==> src/rtl/gpio_sc_pkg.sv <==
package gpio_sc_pkg;

  localparam int NFEAT = 8;
  localparam int OFF_W = 7;

  typedef enum logic [2:0] {
    F_OUTV = 3'd0,
    F_OE   = 3'd1,
    F_OD   = 3'd2,
    F_OINV = 3'd3,
    F_PU   = 3'd4,
    F_PD   = 3'd5,
    F_IE   = 3'd6,
    F_IINV = 3'd7
  } feat_e;

  typedef struct packed {
    logic  hit;
    logic  is_rb;
    feat_e feat;
  } dec_t;

  function automatic dec_t decode_off(input logic [OFF_W-1:0] off);
    dec_t d;
    d.hit   = 1'b1;
    d.is_rb = 1'b0;
    d.feat  = F_OUTV;
    case (off)
      7'h00:   d.feat = F_OUTV;
      7'h04:   d.feat = F_OE;
      7'h08:   d.feat = F_OD;
      7'h0C:   d.feat = F_OINV;
      7'h18:   d.feat = F_PU;
      7'h1C:   d.feat = F_PD;
      7'h20:   d.feat = F_IE;
      7'h24:   d.feat = F_IINV;
      7'h30:   d.is_rb = 1'b1;
      default: d.hit = 1'b0;
    endcase
    return d;
  endfunction

endpackage

==> src/rtl/gpio_rst_sync.sv <==
module gpio_rst_sync (
  input  logic clk,
  input  logic rst_n,
  output logic rst_n_sync
);
  logic [1:0] stage_q;

  always_ff @(posedge clk or negedge rst_n) begin
    if (!rst_n) stage_q <= 2'b00;
    else        stage_q <= {stage_q[0], 1'b1};
  end

  assign rst_n_sync = stage_q[1];
endmodule

==> src/rtl/gpio_sc_reg.sv <==
module gpio_sc_reg #(
  parameter int W = 16
) (
  input  logic         clk,
  input  logic         rst_n,
  input  logic         we,
  input  logic [W-1:0] set_mask,
  input  logic [W-1:0] clr_mask,
  output logic [W-1:0] q
);
  logic [W-1:0] q_d;
  logic [W-1:0] q_r;

  always_comb begin
    q_d = q_r;
    if (we) q_d = (q_r | set_mask) & ~clr_mask;
  end

  always_ff @(posedge clk or negedge rst_n) begin
    if (!rst_n)  q_r <= '0;
    else if (we) q_r <= q_d;
  end

  assign q = q_r;

  a_r3_set_applies: assert property (@(posedge clk) disable iff (!rst_n)
    we |=> ((q & $past(set_mask & ~clr_mask)) == $past(set_mask & ~clr_mask)));

  a_r3_others_hold: assert property (@(posedge clk) disable iff (!rst_n)
    we |=> ((q & ~$past(set_mask | clr_mask)) == ($past(q) & ~$past(set_mask | clr_mask))));

  a_r4_clear_wins: assert property (@(posedge clk) disable iff (!rst_n)
    we |=> ((q & $past(clr_mask)) == '0));

  a_r10_idle_holds: assert property (@(posedge clk) disable iff (!rst_n)
    !we |=> $stable(q));
endmodule

==> src/rtl/gpio_in_sync.sv <==
module gpio_in_sync #(
  parameter int W = 16
) (
  input  logic         clk,
  input  logic         rst_n,
  input  logic [W-1:0] d,
  output logic [W-1:0] q
);
  logic [W-1:0] meta_q;
  logic [W-1:0] sync_q;

  always_ff @(posedge clk or negedge rst_n) begin
    if (!rst_n) begin
      meta_q <= '0;
      sync_q <= '0;
    end else begin
      meta_q <= d;
      sync_q <= meta_q;
    end
  end

  assign q = sync_q;

  a_r9_two_flop_delay: assert property (@(posedge clk) disable iff (!rst_n)
    ($past(rst_n, 2) && $past(rst_n, 1)) |-> (q == $past(d, 2)));
endmodule

==> src/rtl/gpio_bank.sv <==
module gpio_bank
  import gpio_sc_pkg::*;
#(
  parameter int W = 16
) (
  input  logic                       clk,
  input  logic                       rst_n,
  input  logic [NFEAT-1:0]           wr_sel,
  input  logic [2*W-1:0]             wdata,
  input  logic [W-1:0]               pad_in,
  output logic [NFEAT-1:0][W-1:0]    feat_q,
  output logic [W-1:0]               rb_val,
  output logic [W-1:0]               pad_out,
  output logic [W-1:0]               pad_oe,
  output logic [W-1:0]               pad_pu,
  output logic [W-1:0]               pad_pd
);
  logic [W-1:0] in_sync;
  logic [W-1:0] level;

  for (genvar f = 0; f < NFEAT; f++) begin : g_feat
    gpio_sc_reg #(.W(W)) u_reg (
      .clk      (clk),
      .rst_n    (rst_n),
      .we       (wr_sel[f]),
      .set_mask (wdata[W-1:0]),
      .clr_mask (wdata[2*W-1:W]),
      .q        (feat_q[f])
    );
  end

  gpio_in_sync #(.W(W)) u_sync (
    .clk   (clk),
    .rst_n (rst_n),
    .d     (pad_in),
    .q     (in_sync)
  );

  always_comb begin
    level   = feat_q[F_OUTV] ^ feat_q[F_OINV];
    pad_out = level;
    pad_oe  = feat_q[F_OE] & (~feat_q[F_OD] | ~level);
    pad_pu  = feat_q[F_PU];
    pad_pd  = feat_q[F_PD];
    rb_val  = (in_sync ^ feat_q[F_IINV]) & feat_q[F_IE];
  end

  a_r7_od_never_high: assert property (@(posedge clk) disable iff (!rst_n)
    (feat_q[F_OD] & pad_oe & pad_out) == '0);

  a_r6_oe_needs_enable: assert property (@(posedge clk) disable iff (!rst_n)
    (pad_oe & ~feat_q[F_OE]) == '0);

  a_r9_rb_gated: assert property (@(posedge clk) disable iff (!rst_n)
    (rb_val & ~feat_q[F_IE]) == '0);

  a_r8_pulls_follow: assert property (@(posedge clk) disable iff (!rst_n)
    (pad_pu == feat_q[F_PU]) && (pad_pd == feat_q[F_PD]));
endmodule

==> src/rtl/gpio_setclr_ctrl.sv <==
module gpio_setclr_ctrl
  import gpio_sc_pkg::*;
#(
  parameter int BANK_PINS = 16,
  parameter int NUM_BANKS = 2,
  parameter int ADDR_W    = 8
) (
  input  logic                           clk,
  input  logic                           rst_n,
  input  logic                           wr_en,
  input  logic                           rd_en,
  input  logic [ADDR_W-1:0]              addr,
  input  logic [2*BANK_PINS-1:0]         wdata,
  output logic [2*BANK_PINS-1:0]         rdata,
  input  logic [BANK_PINS*NUM_BANKS-1:0] pad_in,
  output logic [BANK_PINS*NUM_BANKS-1:0] pad_out,
  output logic [BANK_PINS*NUM_BANKS-1:0] pad_oe,
  output logic [BANK_PINS*NUM_BANKS-1:0] pad_pu,
  output logic [BANK_PINS*NUM_BANKS-1:0] pad_pd
);
  localparam int DW     = 2 * BANK_PINS;
  localparam int BSEL_W = ADDR_W - OFF_W;

  logic                              rst_n_i;
  logic [BSEL_W-1:0]                 bank_idx;
  dec_t                              dec;
  logic [NFEAT-1:0][BANK_PINS-1:0]   bank_fq [NUM_BANKS];
  logic [BANK_PINS-1:0]              bank_rb [NUM_BANKS];
  logic [NFEAT-1:0]                  bank_sel [NUM_BANKS];
  logic [DW-1:0]                     rd_d;
  logic [DW-1:0]                     rdata_q;

  gpio_rst_sync u_rst (
    .clk        (clk),
    .rst_n      (rst_n),
    .rst_n_sync (rst_n_i)
  );

  assign bank_idx = addr[ADDR_W-1:OFF_W];
  assign dec      = decode_off(addr[OFF_W-1:0]);

  for (genvar b = 0; b < NUM_BANKS; b++) begin : g_bank
    always_comb begin
      bank_sel[b] = '0;
      if (wr_en && (int'(bank_idx) == b) && dec.hit && !dec.is_rb)
        bank_sel[b][dec.feat] = 1'b1;
    end

    gpio_bank #(.W(BANK_PINS)) u_bank (
      .clk     (clk),
      .rst_n   (rst_n_i),
      .wr_sel  (bank_sel[b]),
      .wdata   (wdata),
      .pad_in  (pad_in[b*BANK_PINS +: BANK_PINS]),
      .feat_q  (bank_fq[b]),
      .rb_val  (bank_rb[b]),
      .pad_out (pad_out[b*BANK_PINS +: BANK_PINS]),
      .pad_oe  (pad_oe[b*BANK_PINS +: BANK_PINS]),
      .pad_pu  (pad_pu[b*BANK_PINS +: BANK_PINS]),
      .pad_pd  (pad_pd[b*BANK_PINS +: BANK_PINS])
    );

    a_r2_one_feature_per_write: assert property (@(posedge clk) disable iff (!rst_n_i)
      $onehot0(bank_sel[b]));
  end

  always_comb begin
    rd_d = '0;
    for (int b = 0; b < NUM_BANKS; b++) begin
      if ((int'(bank_idx) == b) && dec.hit) begin
        if (dec.is_rb) rd_d = {{BANK_PINS{1'b0}}, bank_rb[b]};
        else           rd_d = {~bank_fq[b][dec.feat], bank_fq[b][dec.feat]};
      end
    end
  end

  always_ff @(posedge clk or negedge rst_n_i) begin
    if (!rst_n_i)    rdata_q <= '0;
    else if (rd_en)  rdata_q <= rd_d;
  end

  assign rdata = rdata_q;

  a_r5_read_complement: assert property (@(posedge clk) disable iff (!rst_n_i)
    (rd_en && dec.hit && !dec.is_rb && (int'(bank_idx) < NUM_BANKS))
      |=> (rdata[DW-1:BANK_PINS] == ~rdata[BANK_PINS-1:0]));

  a_r5_read_holds: assert property (@(posedge clk) disable iff (!rst_n_i)
    !rd_en |=> $stable(rdata));

  a_r10_miss_reads_zero: assert property (@(posedge clk) disable iff (!rst_n_i)
    (rd_en && !dec.hit) |=> (rdata == '0));

  a_r1_reset_idle: assert property (@(posedge clk)
    !rst_n_i |-> ((pad_oe == '0) && (pad_pu == '0) && (pad_pd == '0) && (rdata == '0)));
endmodule

==> config.mk <==
export PLATFORM = sky130hd
export DESIGN_NAME = gpio_setclr_ctrl
export DESIGN_NICKNAME = d
export VERILOG_FILES = /design/src/rtl/gpio_sc_pkg.sv /design/src/rtl/gpio_rst_sync.sv /design/src/rtl/gpio_sc_reg.sv /design/src/rtl/gpio_in_sync.sv /design/src/rtl/gpio_bank.sv /design/src/rtl/gpio_setclr_ctrl.sv
export SDC_FILE = /design/constraint.sdc
export NUM_CORES = 1
export LEC_CHECK = 0
export BUFFER_PORTS_ARGS = -buffer_cell sky130_fd_sc_hd__buf_2
export CAP_MARGIN = 25
export CORE_MARGIN = 3
export CORE_UTILIZATION = 30
export DETAILED_ROUTE_END_ITERATION = 8
export PLACE_DENSITY = 0.53
export SLEW_MARGIN = 20
export SYNTH_ARGS = -nofsm -noshare
export SYNTH_HDL_FRONTEND = slang
export SYNTH_HIERARCHICAL = 1
export SYNTH_SLANG_ARGS = --single-unit
==> constraint.sdc <==
create_clock -name clk -period 11.8 [get_ports clk]
set_input_delay 0.59 -clock clk [delete_from_list [all_inputs] [get_ports clk]]
set_output_delay 0.59 -clock clk [all_outputs]
set_load 0.1 [all_outputs]
Yosys cells after proc, flatten, opt, wreduce, memory -nomap -nowiden
Index checks and enable logic that the tools add are counted.
{ "word_totals": {"output_inout_bits": 160, "ff_bits": 354, "in_bits": 76, "wordCells": 109} }
{ "classes": {"n_eq_ne": 8, "muxes": 15, "order_cmp": 2, "n_bitwise": 50, "reduce_logical": 12} }
{ "op_table": {"columns": ["operator", "count"], "rows": [
  ["$and A16 B16 Y16", 20],
  ["$or A16 B16 Y16", 18],
  ["$mux W32", 4],
  ["$not A16 Y16", 7],
  ["$bmux W16 S3", 2],
  ["$xor A16 B16 Y16", 4],
  ["$mux W16", 2],
  ["$eq A7 B6 Y1 const B", 3],
  ["$pmux W3 S7", 1],
  ["$mux W8", 2],
  ["$eq A7 B4 Y1 const B", 2],
  ["$eq A7 B5 Y1 const B", 2],
  ["$logic_and A1 B1 Y1", 9],
  ["$reduce_or A9 Y1", 1],
  ["$eq A7 B3 Y1 const B", 1],
  ["$logic_not A7 Y1", 1],
  ["$lt A3 B4 Y1 const B", 1],
  ["$demux W1 S3", 1],
  ["$ge A3 B1 Y1 const B", 1],
  ["$mux W1", 3],
  ["$logic_not A1 Y1", 1],
  ["$not A1 Y1", 1]
]} }

Logic depth before layout (Yosys ltp)
{ "logic_depth": {"depth_word": 8, "ltp_mapped": 9, "ltp_nobuf": 6} }

By module
The synthesis kept the hierarchy.
{ "by_module_without_submodules": {"columns": ["module", "area_per_inst_um2", "n_inst", "seq_area_each_um2", "cells_per_inst"], "rows": [
  ["gpio_sc_reg", 588.1, 16, 400.4, 51],
  ["gpio_setclr_ctrl", 4381.7, 1, 800.8, 548],
  ["gpio_in_sync", 800.8, 2, 800.8, 32],
  ["gpio_bank", 740.7, 2, 0.0, 96],
  ["gpio_rst_sync", 53.8, 1, 50.0, 3]
]} }

Worst setup path after synthesis
No wires, ideal clock.
{ "synth_path": {"path_kind": "register to output", "from": "reg g_bank[1].u_bank.g_feat[3].u_reg.q_r[3]", "to": "out pad_oe[19]", "required_ns": 11.210, "path_slack_ns": 8.199, "arrival_ns": 3.011, "path_stages_with_launch": 3, "path_buffers": 0, "path_cell_list": "dfrtp_1 -> xor2_1 -> a21boi_1"} }
{ "synth_between": {"elab_chain_cells": 4} }
{ "synth_rtl": {"columns": ["item", "line_no", "text"], "rows": [
  ["start: declaration", "gpio_sc_reg.sv:12", "logic [W-1:0] q_r;"],
  ["start signal: assignment", "gpio_sc_reg.sv:21", "else if (we) q_r <= q_d;"],
  ["$xor A16 B16 Y16", "gpio_bank.sv:40", "level = feat_q[F_OUTV] ^ feat_q[F_OINV];"],
  ["net pad_out[19]", "gpio_setclr_ctrl.sv:16", "output logic [BANK_PINS*NUM_BANKS-1:0] pad_out,"],
  ["$not A16 Y16", "gpio_bank.sv:42", "pad_oe = feat_q[F_OE] & (~feat_q[F_OD] | ~level);"],
  ["$or A16 B16 Y16", "gpio_bank.sv:42", null],
  ["$and A16 B16 Y16", "gpio_bank.sv:42", null],
  ["end: declaration", "gpio_setclr_ctrl.sv:17", "output logic [BANK_PINS*NUM_BANKS-1:0] pad_oe,"]
]} }
The timed path passes the listed nets, and every way through them passes these cells.

Worst setup path after layout
{ "layout_path": {"from": "in addr[3]", "to": "reg rdata_q[3], in the netlist rdata[3]"} }
{ "layout_between": {"elab_chain_cells": 7, "word_cells_on_any_way": 23, "classes_between": "eq/ne: 8; mux: 11; reduce/logical: 4"} }
{ "layout_rtl": {"columns": ["item", "line_no", "text"], "rows": [
  ["start: declaration", "gpio_setclr_ctrl.sv:12", "input logic [ADDR_W-1:0] addr,"],
  ["$eq A7 B6 Y1 (tied with other cells)", "gpio_sc_pkg.sv:28", "case (off)"],
  ["$pmux W3 S7", "gpio_sc_pkg.sv:28", null],
  ["$bmux W16 S3", "gpio_setclr_ctrl.sv:72", "else rd_d = {~bank_fq[b][dec.feat], bank_fq[b][dec.feat]};"],
  ["$mux W16 (implied by the code)", "gpio_setclr_ctrl.sv:72", null],
  ["$mux W32", "gpio_setclr_ctrl.sv:71", "if (dec.is_rb) rd_d = {{BANK_PINS{1'b0}}, bank_rb[b]};"],
  ["$mux W32", "gpio_setclr_ctrl.sv:70", "if ((int'(bank_idx) == b) && dec.hit) begin"],
  ["$mux W32 (*)", "gpio_setclr_ctrl.sv:70", null],
  ["end signal: assignment", "gpio_setclr_ctrl.sv:79", "else if (rd_en) rdata_q <= rd_d;"],
  ["end: declaration", "gpio_setclr_ctrl.sv:31", "logic [DW-1:0] rdata_q;"]
]} }
Every way passes the cells marked *; elsewhere a longest branch is shown, timed or not. The select of a mux whose other input is x is not followed.
A chain may end at the register's enable or synchronous reset.

==> impl_metrics.ini <==
[outcome]
status = finished clean

[final_layout]
area_delta_synth_final_pct = 15.29
design_area_mm2 = 0.01952
fin_cells = 2540
fillers = 5641
nNetsFinal = 1842
drive_gt1_share_pct = 22.72

[power]
swShare_pct = 32.05
cellPowerDensity_mw_per_mm2 = 158.3
p_total_mw = 3.090
peakVddDrop_mv = 0.1037
p_leak_nw = 9.185
p_comb_share_pct = 16.7
p_clk_share_pct = 40.8
p_int_mw = 2.100
netSwitchingPower_mw = 0.9904
p_seq_share_pct = 42.4

[placement]
io_buffers = 235
place_congestion = 0.9173
placed_cell_area_mm2 = 0.01816
hpwl_mm = 48.94
placed_cells = 2469

[die]
dieHeight_um = 243.5
core_area_mm2 = 0.05542
ios = 236
num_rows = 86
start_util_pct = 30.55
die_w_um = 243.5
die-area_mm2 = 0.05931

[timing]
finalHoldViolCount = 0
fmax_mhz = 305.6
post-route-period-util_pct = 27.73
final.setup.tns_ns = 0
clock_skew_ns = 0.01141
finalWorstPathRequiredPeriod_ns = 3.273
drv_slew = 0
worst_pin_slew_ns = 1.060
setup_viol = 0
fin_hold_ws_ns = 0.1359
rsz0062_at_grt = no
relSlewSlack_pct = 29.13

[logic_synthesis]
yosysUniqueCellTypes = 67
synth_cells = 1623
async_flop_share_pct = 100.0
seq_area_frac_synth_pct = 52.33
synth.net_count = 1699
synth_area_leaders = dfrtp_1 (52%), a21oi_1 (16%), xor2_1 (3.3%)
synth_commonest_cells = a21oi_1 (557), dfrtp_1 (354), buf_4 (69), xor2_1 (64), nor2_1 (49)
ys.flop_type = dfrtp_1
yosysWarnings = 6
synth_top_area_share_pct = 52.33
syn-cell-area_mm2 = 0.01693
synth_top_area_cell = dfrtp_1
synth-edff-count = 0
synth_most_common_cell = a21oi_1
synth.avg_cell_area_um2 = 10.43
ys_seq_elements = 354

[setup_path]
crit_start = addr[3]
cp-end-kind = register
cp.arrival_ns = 3.68
critPathKind = in -> reg
r2r-start = g_bank[1].u_bank/g_feat[4].u_reg/q[4]
startpoint_type = input port
required_ns = 12.20
crit_path_max_fanout = 41

[min_path]
min_path_type = in -> reg
min_from = pad_in[10]

[clocking]
clk_pin_slew_ns = 0.06
cts_max_path_buffers = 3
clk_latency_ns = 0.56
cts_sinks = 354
cts_tree = built
cts_resized = 0
cts_root_buf = clkbuf_16
numCtsBuffers = 40
cts-htree-levels = 2
postCtsSetupBuffers = 0

[global_route]
grt_start_max_net_pins = 175
grt_usage_pct = 22.66
antenna_found_initial = 12
grt_first_pass_wirelength_mm = 98.74
grt_overflow = 0
grt_pass1_vias = 13911

[route]
antenna_left = 0
wl_per_cell_um = 27.24
dr.pass1.iters = 6
drt_wl_total_mm = 69.19
vias_per_cell = 5.600
vias = 14225
drt-initial-drc-count = 1503
drc = 0

[flow_run]
maxCapViolCount = 0
[timing repair]
item	in CTS	in global routing
setup endpoints to repair	0	0
endpoints found under the hold margin	2	0
hold buffers	1	0
[worst paths after layout]
| kind | to | slack (ns) | depth (start not counted) |
|---|---|---|---|
| setup / recovery | rdata[3] | 8.53 | 7 |
| setup reg to reg | rdata[20] | 9.57 | 5 |
| hold reg to reg | g_bank[0].u_bank/u_sync/q[15] | 0.34 | 0 |
| min in group asynchronous | u_rst/stage_q[1] | 0.34 | 2 |
| max in group asynchronous | g_bank[0].u_bank/g_feat[4].u_reg/q[5] | 9.99 | 1 |
| hold / removal | g_bank[0].u_bank/u_sync/meta_q[10] | 0.14 | 1 |
[stage by stage]
step / setup WS, ns / util [%]
after global routing: 8.416 / 35.21
after detailed placement: 7.667 / 32.77
after CTS: 8.270 / 35.12
final: 8.527 / 35.22
after global placement: 7.723 / 32.75
after floorplan: 1.203 / -
[cell usage in the layout (no fill, tap or decap), types with 9 or more instances in the layout]
master	instances
a211oi_1	13
a21boi_1	32
a21oi_1	555
a221o_1	24
a2bb2oi_1	9
and2_1	33
buf_2	235
buf_4	29
clkbuf_16	41
dfrtp_1	353
inv_1	11
mux2_2	26
mux2i_1	28
nand2_1	24
nand3_1	35
nor2_1	39
nor2_2	10
nor2b_1	20
o21ai_0	23
o221ai_1	20
or3b_2	10
xor2_1	64
[registers in the layout, indices dropped and copies added, names as in the netlist]
signal	count
rdata	32
g_bank.u_bank/u_sync/meta_q	32
g_bank.u_bank/u_sync/q	32
g_bank.u_bank/g_feat.u_reg/q	256
u_rst/stage_q	2
[final cells by class]
cell class,count,area [um2],area share [%]
clock inverters,10,125.1,0.6411
well taps,748,935.9,4.796
clock buffers,57,1166,5.976
repair buffers,269,1474,7.553
flip-flops and latches,354,8862,45.41
multi-input cells,1089,6904,35.38
inverters,12,45.04,0.2308
diodes,1,2.502,0.01282
[power by group through the flow]
stage	clock [mW]	sequential [mW]	combinational, mW
6_report	1.26	1.31	0.517
5_1_grt	1.34	1.31	0.537
4_1_cts	1.29	1.31	0.513
3_5_place_dp	0	1.33	0.511
3_3_place_gp	0	1.33	0.506
2_1_floorplan	0	1.36	0.304
[per-layer routing]
metal | up-vias | track usage [%] | routed length [um]
met5 | - | 0 | 78
met4 | 12 | 8.421 | 2657
met3 | 137 | 4.468 | 5946
met2 | 695 | 35.38 | 31160
met1 | 7199 | 31.20 | 29340
li1 | 6182 | - | -
[worst max-delay path, stage by stage]
cell and delay (ns):
buf_2 0.09, buf_4 0.42, mux2i_4 0.74, nand3_1 0.68, o2bb2ai_1 0.30, nor4_1 0.59
o221ai_1 0.22
[cell families (layout without fill, tap and decap cells)]
family	after synthesis	in the layout	share of synthesized area, %
compound gates	744	744	25.26
other cells	1	2	0.02215
buf+inv	180	348	7.347
mux	60	60	4.184
xor+xnor	64	64	3.311
simple gates	220	220	7.539
flops	354	354	52.33
(Power assumes the default switching activity.)
